--- config.mk ---
export PLATFORM = sky130hd
export DESIGN_NAME = idx_agen
export DESIGN_NICKNAME = d
export VERILOG_FILES = /design/src/rtl/idx_agen_pkg.sv /design/src/rtl/idx_postbyte_dec.sv /design/src/rtl/idx_base_mux.sv /design/src/rtl/idx_short_off.sv /design/src/rtl/idx_agen.sv
export SDC_FILE = /design/constraint.sdc
export NUM_CORES = 1
export LEC_CHECK = 0
export BUFFER_PORTS_ARGS = -buffer_cell sky130_fd_sc_hd__buf_4
export CORE_ASPECT_RATIO = 0.5
export CORE_MARGIN = 2
export CORE_UTILIZATION = 42
export DETAILED_ROUTE_END_ITERATION = 8
export PLACE_DENSITY_LB_ADDON = 0.15
export SKIP_CTS_REPAIR_TIMING = 1
export SLEW_MARGIN = 25
export SYNTH_ARGS = -nofsm -noshare
export SYNTH_HDL_FRONTEND = slang
export SYNTH_SLANG_ARGS = --single-unit
--- constraint.sdc ---
create_clock -name clk -period 14.06 [get_ports clk]
set_input_delay 1.406 -clock clk [delete_from_list [all_inputs] [get_ports clk]]
set_output_delay 1.406 -clock clk [all_outputs]
set_load 0.005 [all_outputs]
--- src/rtl/idx_agen_pkg.sv ---
package idx_agen_pkg;

    typedef enum logic [2:0] {
        FORM_CONST5,
        FORM_AUTO,
        FORM_OFF9,
        FORM_OFF16,
        FORM_OFF16_IND,
        FORM_ACC,
        FORM_ACCD_IND
    } form_e;

    typedef enum logic [2:0] {
        ST_IDLE,
        ST_FETCH_HI,
        ST_FETCH_LO,
        ST_PTR_RD,
        ST_DONE
    } state_e;

    typedef struct packed {
        form_e      form;
        logic [1:0] base_sel;
        logic       post;
        logic [1:0] acc_sel;
        logic       off9_neg;
        logic       lim_form;
    } dec_t;

endpackage

--- src/rtl/idx_postbyte_dec.sv ---
module idx_postbyte_dec
    import idx_agen_pkg::*;
(
    input  logic [7:0] pb,
    output dec_t       dec
);

    always_comb begin
        dec          = '0;
        dec.form     = FORM_CONST5;
        dec.base_sel = pb[7:6];
        if (!pb[5]) begin
            dec.form = FORM_CONST5;
        end else if (pb[7:6] != 2'b11) begin
            dec.form = FORM_AUTO;
            dec.post = pb[4];
        end else begin
            dec.base_sel = pb[4:3];
            if (pb[2:0] == 3'b011) begin
                dec.form     = FORM_OFF16_IND;
                dec.lim_form = 1'b1;
            end else if (!pb[2]) begin
                dec.form     = pb[1] ? FORM_OFF16 : FORM_OFF9;
                dec.off9_neg = pb[0];
                dec.lim_form = 1'b1;
            end else if (pb[1:0] == 2'b11) begin
                dec.form    = FORM_ACCD_IND;
                dec.acc_sel = 2'b10;
            end else begin
                dec.form    = FORM_ACC;
                dec.acc_sel = pb[1:0];
            end
        end
    end

endmodule

--- src/rtl/idx_base_mux.sv ---
module idx_base_mux #(
    parameter int AW = 16,
    parameter int NREG = 4
) (
    input  logic [AW-1:0]           r_x,
    input  logic [AW-1:0]           r_y,
    input  logic [AW-1:0]           r_sp,
    input  logic [AW-1:0]           r_pc,
    input  logic [$clog2(NREG)-1:0] sel,
    output logic [AW-1:0]           base
);

    logic [NREG-1:0][AW-1:0] bank;

    assign bank[0] = r_x;
    assign bank[1] = r_y;
    assign bank[2] = r_sp;
    assign bank[3] = r_pc;

    assign base = bank[sel];

endmodule

--- src/rtl/idx_short_off.sv ---
module idx_short_off
    import idx_agen_pkg::*;
#(
    parameter int AW = 16,
    parameter int DW = 8
) (
    input  logic [4:0]    pb_lo,
    input  dec_t          dec,
    input  logic [DW-1:0] a,
    input  logic [DW-1:0] b,
    input  logic [AW-1:0] d,
    output logic [AW-1:0] off
);

    localparam int PADC = AW - 5;
    localparam int PADN = AW - 4;
    localparam int PADA = AW - DW;

    logic [AW-1:0] const5_off;
    logic [AW-1:0] auto_off;
    logic [AW-1:0] acc_off;

    assign const5_off = {{PADC{pb_lo[4]}}, pb_lo};
    assign auto_off   = pb_lo[3] ? {{PADN{1'b1}}, pb_lo[3:0]}
                                 : {{PADN{1'b0}}, pb_lo[3:0]} + AW'(1);

    always_comb begin
        unique case (dec.acc_sel)
            2'b00:   acc_off = {{PADA{1'b0}}, a};
            2'b01:   acc_off = {{PADA{1'b0}}, b};
            default: acc_off = d;
        endcase
    end

    always_comb begin
        unique case (dec.form)
            FORM_CONST5:               off = const5_off;
            FORM_AUTO:                 off = auto_off;
            FORM_ACC, FORM_ACCD_IND:   off = acc_off;
            default:                   off = '0;
        endcase
    end

endmodule

--- src/rtl/idx_agen.sv ---
module idx_agen
    import idx_agen_pkg::*;
#(
    parameter int AW = 16,
    parameter int DW = 8,
    parameter int XW = 2
) (
    input  logic          clk,
    input  logic          rst_n,
    input  logic          start,
    input  logic [7:0]    postbyte,
    input  logic          lim_mode,
    input  logic [AW-1:0] idx_x,
    input  logic [AW-1:0] idx_y,
    input  logic [AW-1:0] idx_sp,
    input  logic [AW-1:0] idx_pc,
    input  logic [DW-1:0] acc_a,
    input  logic [DW-1:0] acc_b,
    input  logic [AW-1:0] acc_d,
    output logic          fetch_req,
    input  logic          fetch_ack,
    input  logic [DW-1:0] fetch_byte,
    output logic          rd_req,
    output logic [AW-1:0] rd_addr,
    input  logic          rd_ack,
    input  logic [AW-1:0] rd_data,
    output logic          done,
    output logic [AW-1:0] ea,
    output logic          wb_en,
    output logic [1:0]    wb_sel,
    output logic [AW-1:0] wb_val,
    output logic [XW-1:0] extra_cycles,
    output logic          reject
);

    localparam int PAD9 = AW - DW;

    state_e        state_q, state_d;
    logic [7:0]    pb_q;
    logic [7:0]    pb_cur;
    dec_t          dec;
    logic [AW-1:0] base;
    logic [AW-1:0] short_off;
    logic [AW-1:0] base_q;
    logic [DW-1:0] hi_q;
    logic [AW-1:0] addr_q;
    logic [AW-1:0] ea_q;
    logic          wb_en_q;
    logic [1:0]    wb_sel_q;
    logic [AW-1:0] wb_val_q;
    logic          extra_q;
    logic          reject_q;
    logic          take;
    logic          rej_now;
    logic [AW-1:0] long_off;
    logic [AW-1:0] long_sum;
    logic [AW-1:0] mod_sum;

    assign pb_cur = (state_q == ST_IDLE) ? postbyte : pb_q;

    idx_postbyte_dec u_dec (
        .pb  (pb_cur),
        .dec (dec)
    );

    idx_base_mux #(.AW(AW), .NREG(4)) u_base (
        .r_x  (idx_x),
        .r_y  (idx_y),
        .r_sp (idx_sp),
        .r_pc (idx_pc),
        .sel  (dec.base_sel),
        .base (base)
    );

    idx_short_off #(.AW(AW), .DW(DW)) u_off (
        .pb_lo (pb_cur[4:0]),
        .dec   (dec),
        .a     (acc_a),
        .b     (acc_b),
        .d     (acc_d),
        .off   (short_off)
    );

    assign take     = (state_q == ST_IDLE) && start;
    assign rej_now  = lim_mode && dec.lim_form;
    assign mod_sum  = base + short_off;
    assign long_off = (dec.form == FORM_OFF9) ? {{PAD9{dec.off9_neg}}, fetch_byte}
                                              : AW'({hi_q, fetch_byte});
    assign long_sum = base_q + long_off;

    // state register
    always_ff @(posedge clk or negedge rst_n) begin
        if (!rst_n) state_q <= ST_IDLE;
        else        state_q <= state_d;
    end

    // transitions
    always_comb begin
        state_d = state_q;
        unique case (state_q)
            ST_IDLE: begin
                if (start) begin
                    if (rej_now) begin
                        state_d = ST_DONE;
                    end else begin
                        unique case (dec.form)
                            FORM_OFF9:                  state_d = ST_FETCH_LO;
                            FORM_OFF16, FORM_OFF16_IND: state_d = ST_FETCH_HI;
                            FORM_ACCD_IND:              state_d = ST_PTR_RD;
                            default:                    state_d = ST_DONE;
                        endcase
                    end
                end
            end
            ST_FETCH_HI: if (fetch_ack) state_d = ST_FETCH_LO;
            ST_FETCH_LO: if (fetch_ack) state_d = (dec.form == FORM_OFF16_IND) ? ST_PTR_RD : ST_DONE;
            ST_PTR_RD:   if (rd_ack) state_d = ST_DONE;
            ST_DONE:     state_d = ST_IDLE;
            default:     state_d = ST_IDLE;
        endcase
    end

    // datapath registers
    always_ff @(posedge clk or negedge rst_n) begin
        if (!rst_n) begin
            pb_q     <= '0;
            base_q   <= '0;
            hi_q     <= '0;
            addr_q   <= '0;
            ea_q     <= '0;
            wb_en_q  <= 1'b0;
            wb_sel_q <= '0;
            wb_val_q <= '0;
            extra_q  <= 1'b0;
            reject_q <= 1'b0;
        end else begin
            if (take) begin
                pb_q     <= postbyte;
                base_q   <= base;
                addr_q   <= mod_sum;
                reject_q <= rej_now;
                wb_en_q  <= (dec.form == FORM_AUTO);
                wb_sel_q <= dec.base_sel;
                wb_val_q <= mod_sum;
                extra_q  <= !rej_now && (dec.form == FORM_OFF9 || dec.form == FORM_OFF16 ||
                                         dec.form == FORM_OFF16_IND || dec.form == FORM_ACCD_IND);
                if (rej_now)
                    ea_q <= '0;
                else if (dec.form == FORM_AUTO && dec.post)
                    ea_q <= base;
                else
                    ea_q <= mod_sum;
            end
            if (state_q == ST_FETCH_HI && fetch_ack)
                hi_q <= fetch_byte;
            if (state_q == ST_FETCH_LO && fetch_ack) begin
                ea_q   <= long_sum;
                addr_q <= long_sum;
            end
            if (state_q == ST_PTR_RD && rd_ack)
                ea_q <= rd_data;
        end
    end

    // outputs
    always_comb begin
        done         = (state_q == ST_DONE);
        fetch_req    = (state_q == ST_FETCH_HI) || (state_q == ST_FETCH_LO);
        rd_req       = (state_q == ST_PTR_RD);
        rd_addr      = addr_q;
        ea           = ea_q;
        wb_en        = done && wb_en_q;
        wb_sel       = wb_sel_q;
        wb_val       = wb_val_q;
        extra_cycles = XW'(extra_q);
        reject       = done && reject_q;
    end

endmodule

==> metrics.cfg, run 1 <==
[run_status]
status=complete, no violations

[route]
vias_per_cell=5.81
wire_per_inst_um=20.2
detail-route-antenna-nets=0
drtIter0Drc=618
wirelength_mm=23.7
first_pass_iters=8
routed-via-count=6815
drc=0

[clocking]
clkLatencyLatePin_ps=350
cts_buffer_depth=2
cts_made_buffers=9
root_buffer=clkbuf_16
clkTransAtPathRegs_ps=70
htree_levels=3
numClockSinks=88
cts_tree=done

[synthesis]
syn-cell-area_mm2=0.00672
syn_nets=966
postSynthRegisterBits=88
synth_area_per_cell_um2=8.44
synth-seq-area-share_pct=32.8
synth-edff-count=0
synth_flop_cell=dfrtp_1
syn_inst=796
async_flop_share_pct=100
ys_warn_count=0
yosys.cell_types.count=70

[power]
power_density_mw_per_mm2=164
vdd_drop_max_mv=0.0877
leakage_nw=4.23

[setup_path]
crit_fanout=14
crit_top_cell=nand2_1
worstSetupPathType=flop to flop
required_ps=14280
slowest_delay_ps=960
cp.depth=20
critical-path-top-delay-family=simple AND/OR/NAND/NOR gates
rrSetupSlack_ps=7640
crit_buf_inv=1
worstPathCellList=or3_1 -> mux2i_1 -> inv_1 -> ha_1 -> ha_1 -> nor2_1 -> a2111oi_2 -> nand2_1 -> nor3_1 -> nand2_1 -> nand2_1 -> ha_1 -> nand2_1 -> o21ai_0 -> o21ai_0 -> a31oi_1 -> o2111ai_1 -> nand2_1 -> xnor2_1 -> a21oi_1
timing.rr.end=rd_addr[15]
r2r_start=state_q[1]
startpoint=state_q[1]
reg2reg_depth=20
crit_path_end=rd_addr[15]
crit_arrival_ps=6640
critPathLaunchType=flop
cp-end-kind=flop
cp_slowest_cell=nor3_1

[floorplan]
die_h_um=93.4
initial_core_util_pct=43.2
core_mm2=0.0155
ios=191
die-area_mm2=0.0171
die_w_um=183
num_rows=32

[placement]
dp_hpwl_mm=18.8
place_inst=1157
gp_congestion=0.978
io_buffer_count=189
dpl_cell_area_mm2=0.00827

[layout]
final_cell_mix=196 x buf_4, 146 x nand2_1, 88 x dfrtp_1
stdcell_count=1173
multiInputGateArea_mm2=0.00424
antennaDiodeCount=0
drive_above_1_share_pct=26.3
fin_area_mm2=0.00857
fillers=1502
seq_area_mm2=0.00220
final_common_cell=buf_4
nNetsFinal=1134
syn2layout_area_growth_pct=27.6

[timing]
fmax_mhz=156
relSlewSlack_pct=24.3
finalHoldViolations=0
setup_violations=0
min_period_over_period_pct=45.7
post-route-min-period_ps=6420
rsz0062_at_grt=no
slew_violations=0
worst_slew_pin_slew_ps=1130
fin_skew_ps=13.2
timing.hold.ws_ps=480
tns_ps=0

[min_path]
hp-class=flop to flop

[flow_run]
cap_violations=0

[grt]
grt_pass1_wl_mm=36.5
antenna_found_initial=0
grt_max_degree=81
grt_usage_pct=28.1
grt_overflow_total=0
grt_pass1_vias=6358

## worst register-to-register path: cells and delay by family (launching register included)
family | cells | cell delay, ps
adder cells (fa/ha/maj) | 3 | 1030
multiplexers | 1 | 400
AO/OA/AOI/OAI | 6 | 1590
flip-flops | 1 | 550
buffers and inverters | 1 | 120
XOR/XNOR | 1 | 210
AND/OR/NAND/NOR | 8 | 2400
## through the flow
step / setup WS, ps / power, mW / utilization, %
2_1_floorplan: 8480 / 0.844 / -
3_3_place_gp: 7760 / 1.15 / 53.2
3_5_place_dp: 7590 / 1.15 / 53.2
4_1_cts: 7840 / 1.40 / 55.1
5_1_grt: 7270 / 1.50 / 55.1
6_report: 7640 / 1.40 / 55.1
## layer usage
| layer | up-vias | wire [um] | global-route usage (%) |
|---|---|---|---|
| li1 | 3206 | - | - |
| met4 | 0 | 124 | 3.47 |
| met5 | - | 0 | 0 |
| met3 | 12 | 2030 | 4.48 |
| met1 | 3287 | 11300 | 42.1 |
| met2 | 310 | 10200 | 43.6 |
## cells by family (layout without fill, tap and decap cells)
logic type | count (synthesis) | after routing | synth area share (%)
AO/OA/AOI/OAI | 223 | 223 | 21.6
XOR/XNOR | 26 | 26 | 3.39
adder cells (fa/ha/maj) | 36 | 36 | 6.93
buffers and inverters | 64 | 237 | 4.25
flip-flops | 88 | 88 | 32.8
multiplexers | 75 | 75 | 11.8
other | 1 | 1 | 0.0558
AND/OR/NAND/NOR | 283 | 283 | 19.2
## sequential cells by signal, indices dropped and copies added, names as in the netlist
register  flops
extra_q       1
wb_en_q       1
base_q       16
wb_sel        2
reject_q      1
rd_addr      16
hi_q          8
ea           16
pb_q          8
wb_val       16
state_q       3
## cell usage after synthesis, drive strengths merged, types with 6 or more instances
cell	number	area share, %
dfrtp	88	33
and2	7	0.65
o21ai	74	5.6
buf	16	1.6
nor2b	13	1.2
a21oi	49	3.8
a222oi	8	1.2
nor2	45	2.5
a21o	19	2.1
xnor2	18	2.3
clkbuf	23	1.3
xor2	8	1.0
o22ai	7	0.65
nand3	15	1.1
or3	9	0.84
mux2	21	3.5
nand2	147	8.2
nor3	17	1.5
a31oi	10	0.93
and3	7	0.65
inv	25	1.4
ha	34	6.3
mux2i	53	8.0
o21a	6	0.67
## power breakdown
group	switching, mW	internal, mW	total (mW)	leakage [nW]
combinational	0.411	0.341	0.752	3.02
sequential	0.0614	0.343	0.405	1.07
clock	0.122	0.126	0.248	0.144
total	0.594	0.810	1.40	4.23
## cell type report
class,instances,share of cell area (%)
clock buffer,9,2.63
clock inverter,7,0.876
inverter,25,1.10
multi-input combinational,644,49.5
sequential,88,25.7
tap,204,2.98
timing repair buffer,196,17.2
## worst min path at each step
stage               from         to  slack (ps)  cells past startpoint
2_1_floorplan   reject_q   reject_q         440                      2
3_3_place_gp    reject_q   reject_q         460                      2
3_5_place_dp     wb_en_q    wb_en_q         470                      2
4_1_cts          wb_en_q    wb_en_q         480                      2
5_1_grt        wb_val[4]  wb_val[4]         510                      1
6_report         wb_en_q    wb_en_q         480                      2
No activity file was read; power rests on OpenSTA's default activity.
==> run 2, diff against run 1 <==
--- a/config.mk
+++ b/config.mk
@@ -5,6 +5,7 @@
 export SDC_FILE = /design/constraint.sdc
 export NUM_CORES = 1
 export LEC_CHECK = 0
+export ABC_AREA = 1
 export BUFFER_PORTS_ARGS = -buffer_cell sky130_fd_sc_hd__buf_4
 export CORE_ASPECT_RATIO = 0.5
 export CORE_MARGIN = 2
==> constraint.sdc (replaced) <==
create_clock -name clk -period 5.2 [get_ports clk]
set_input_delay 0.52 -clock clk [delete_from_list [all_inputs] [get_ports clk]]
set_output_delay 0.52 -clock clk [all_outputs]
set_load 0.005 [all_outputs]
==> metrics.cfg, run 2 <==
[setup_path]
worstSetupPathType=flop to flop  ; unchanged
crit_arrival_ps=4880  ; was 6640 ps
crit_fanout=11  ; was 14
critPathLaunchType=flop  ; unchanged
required_ps=5440  ; was 14280 ps
cp-end-kind=flop  ; unchanged

[placement]
dp_hpwl_mm=19.4  ; was 18.8 mm
dp_slack_ps=543  ; was 7590 ps
io_buffer_count=189  ; unchanged
gp_congestion=0.955  ; was 0.978

[grt]
grt_max_degree=67  ; was 81
busiest_layer=met2  ; unchanged
gr-usage-met3_pct=6.00  ; was 4.48%
use_met2_pct=43.9  ; was 43.6%
grt_overflow_total=0  ; unchanged
grt_usage_pct=28.5  ; was 28.1%
antenna_found_initial=0  ; unchanged
grt_pass1_wl_mm=38.6  ; was 36.5 mm
globalRouteMet1Util_pct=40.9  ; was 42.1%
grt_pass1_vias=7147  ; was 6358

[synthesis]
synth-edff-count=0  ; unchanged
postSynthRegisterBits=88  ; unchanged
synth_top_family_by_area=simple AND/OR/NAND/NOR gates  ; was compound AO/OA/AOI/OAI gates
yosysTopAreaCellShare_pct=31.5  ; was 32.8%
synth_flop_cell=dfrtp_1  ; unchanged
synth_area_leader_cell=dfrtp_1  ; unchanged
async_flop_share_pct=100  ; unchanged
synth.area.mux_share_pct=1.27  ; was 11.8%
synth_area_per_cell_um2=6.83  ; was 8.44 um^2
synth-seq-area-share_pct=31.5  ; was 32.8%
synth_compound_area_share_pct=19.2  ; was 21.6%
ys_warn_count=0  ; unchanged
syn_inst=1023  ; was 796
ys_top_cells_by_count=293 x nand2_1, 118 x inv_1, 111 x o21ai_0  ; was 147 x nand2_1, 88 x dfrtp_1, 70 x o21ai_0
synth_area_leaders=dfrtp_1 32%, nand2_1 16%, o21ai_0 7.9%  ; was dfrtp_1 33%, nand2_1 8.2%, mux2i_1 7.8%
synth_fa_ha_area_share_pct=6.66  ; was 6.93%
yosys.cell_types.count=55  ; was 70
synthMostInstantiatedCell=nand2_1  ; unchanged
syn-cell-area_mm2=0.00699  ; was 0.00672 mm^2
synth_xor_xnor_area_share_pct=1.13  ; was 3.39%
syn_nets=1193  ; was 966
yosys.area_share.simple_pct=30.6  ; was 19.2%

[clocking]
cts_tree=done  ; unchanged
cts_made_buffers=9  ; unchanged
numClockSinks=88  ; unchanged
clkLatencyLatePin_ps=370  ; was 350 ps
htree_levels=3  ; unchanged
root_buffer=clkbuf_16  ; unchanged
cts_buffer_depth=2  ; unchanged
clkTransAtPathRegs_ps=80  ; was 70 ps

[floorplan]
core_mm2=0.0163  ; was 0.0155 mm^2
initial_core_util_pct=42.9  ; was 43.2%
die-area_mm2=0.0178  ; was 0.0171 mm^2
ios=191  ; unchanged
die_h_um=95.2  ; was 93.4 um
num_rows=33  ; was 32
die_w_um=186  ; was 183 um

[timing]
post-route-min-period_ps=4630  ; was 6420 ps
finalHoldViolations=0  ; unchanged
fmax_mhz=216  ; was 156 MHz
tns_ps=0  ; unchanged
worst_slew_pin_slew_ps=983  ; was 1130 ps
rsz0062_at_grt=no  ; unchanged
layout_setup_ws_ps=569  ; was 7640 ps
min_period_over_period_pct=89.1  ; was 45.7%
slew_violations=0  ; unchanged
fin_skew_ps=16.6  ; was 13.2 ps
relSlewSlack_pct=34.2  ; was 24.3%
timing.hold.ws_ps=55.8  ; was 480 ps
setup_violations=0  ; unchanged

[route]
routed-via-count=7477  ; was 6815
first_pass_iters=5  ; was 8
drtIter0Drc=622  ; was 618
vias_per_cell=5.24  ; was 5.81
drc=0  ; unchanged
wirelength_mm=24.6  ; was 23.7 mm
wire_per_inst_um=17.3  ; was 20.2 um
detail-route-antenna-nets=0  ; unchanged

[min_path]
hp-class=input pin to asynchronous set/reset pin  ; was flop to flop

[layout]
final_common_cell=nand2_1  ; was buf_4
post-route-util_pct=54.5  ; was 55.1%
syn2layout_area_growth_pct=27.2  ; was 27.6%
nNetsFinal=1364  ; was 1134
final_cell_mix=292 x nand2_1, 200 x buf_4, 118 x inv_1  ; was 196 x buf_4, 146 x nand2_1, 88 x dfrtp_1
drive_above_1_share_pct=22.4  ; was 26.3%

[run_status]
status=complete, no violations  ; unchanged

[flow_run]
cap_violations=0  ; unchanged

[run 2: cell type report]
type / count / area, um^2
antenna: 1 / 2.50
clock buffer: 9 / 225
clock inverter: 7 / 85.1
fill: 1660 / 7420
inverter: 125 / 469
multi-input combinational: 770 / 4120
sequential: 88 / 2200
tap: 227 / 284
timing repair buffer: 200 / 1500
[run 2: path summary, 6_finish.rpt]
| kind | slack (ps) | from | endpoint | cells after the start |
|---|---|---|---|---|
| max | 570 | state_q[1] | ea[10] | 24 |
| min | 60 | rst_n | wb_val[2] | 1 |
| max reg2reg | 570 | state_q[1] | ea[10] | 24 |
| min reg2reg | 480 | pb_q[2] | pb_q[2] | 2 |
| max in group asynchronous | 3960 | rst_n | rd_addr[6] | 2 |
| min in group clk | 380 | postbyte[2] | pb_q[2] | 3 |
[run 2: metal layers]
metal / share of wire (%) / vias to the layer above
met4: 1.4 / 0
met3: 7.4 / 29
li1: - / 3698
met5: 0 / -
met2: 42 / 267
met1: 49 / 3483
[run 2: critical path, cell delays in order, from the launching register on]
cell and delay (ps):
dfrtp_1 420, nor2_4 280, nand3b_1 130, nand2_2 180
inv_1 90, ha_1 230, ha_1 270, nor4_2 710
nand2_1 100, nand3_1 160, nand2_1 80, o211ai_1 120
ha_1 320, nand3_1 110, nand3_1 130, a21oi_1 260
o21ai_0 180, a21oi_1 200, inv_1 50, nand2_1 50
nand2_1 60, inv_1 60, nand2_1 50, a31oi_1 180
o21ai_0 100
[run 2: stage by stage]
step,instances,area (um^2)
final,1427,8890
after global routing,1426,8890
after CTS,1426,8880
after detailed placement,1410,8570
after global placement,1410,8570
after floorplan,1023,6990
[run 2: kinds of logic after synthesis]
kind of cell             count (synthesis)
XOR/XNOR                                 9
AO/OA/AOI/OAI                          236
AND/OR/NAND/NOR                        480
buffers and inverters                  165
other                                    1
multiplexers                             8
adder cells (fa/ha/maj)                 36
flip-flops                              88
Power of run 2 is left out: the tool's default activity adds up to more than one toggle a clock period on the data nets, which glitch-free logic cannot reach.
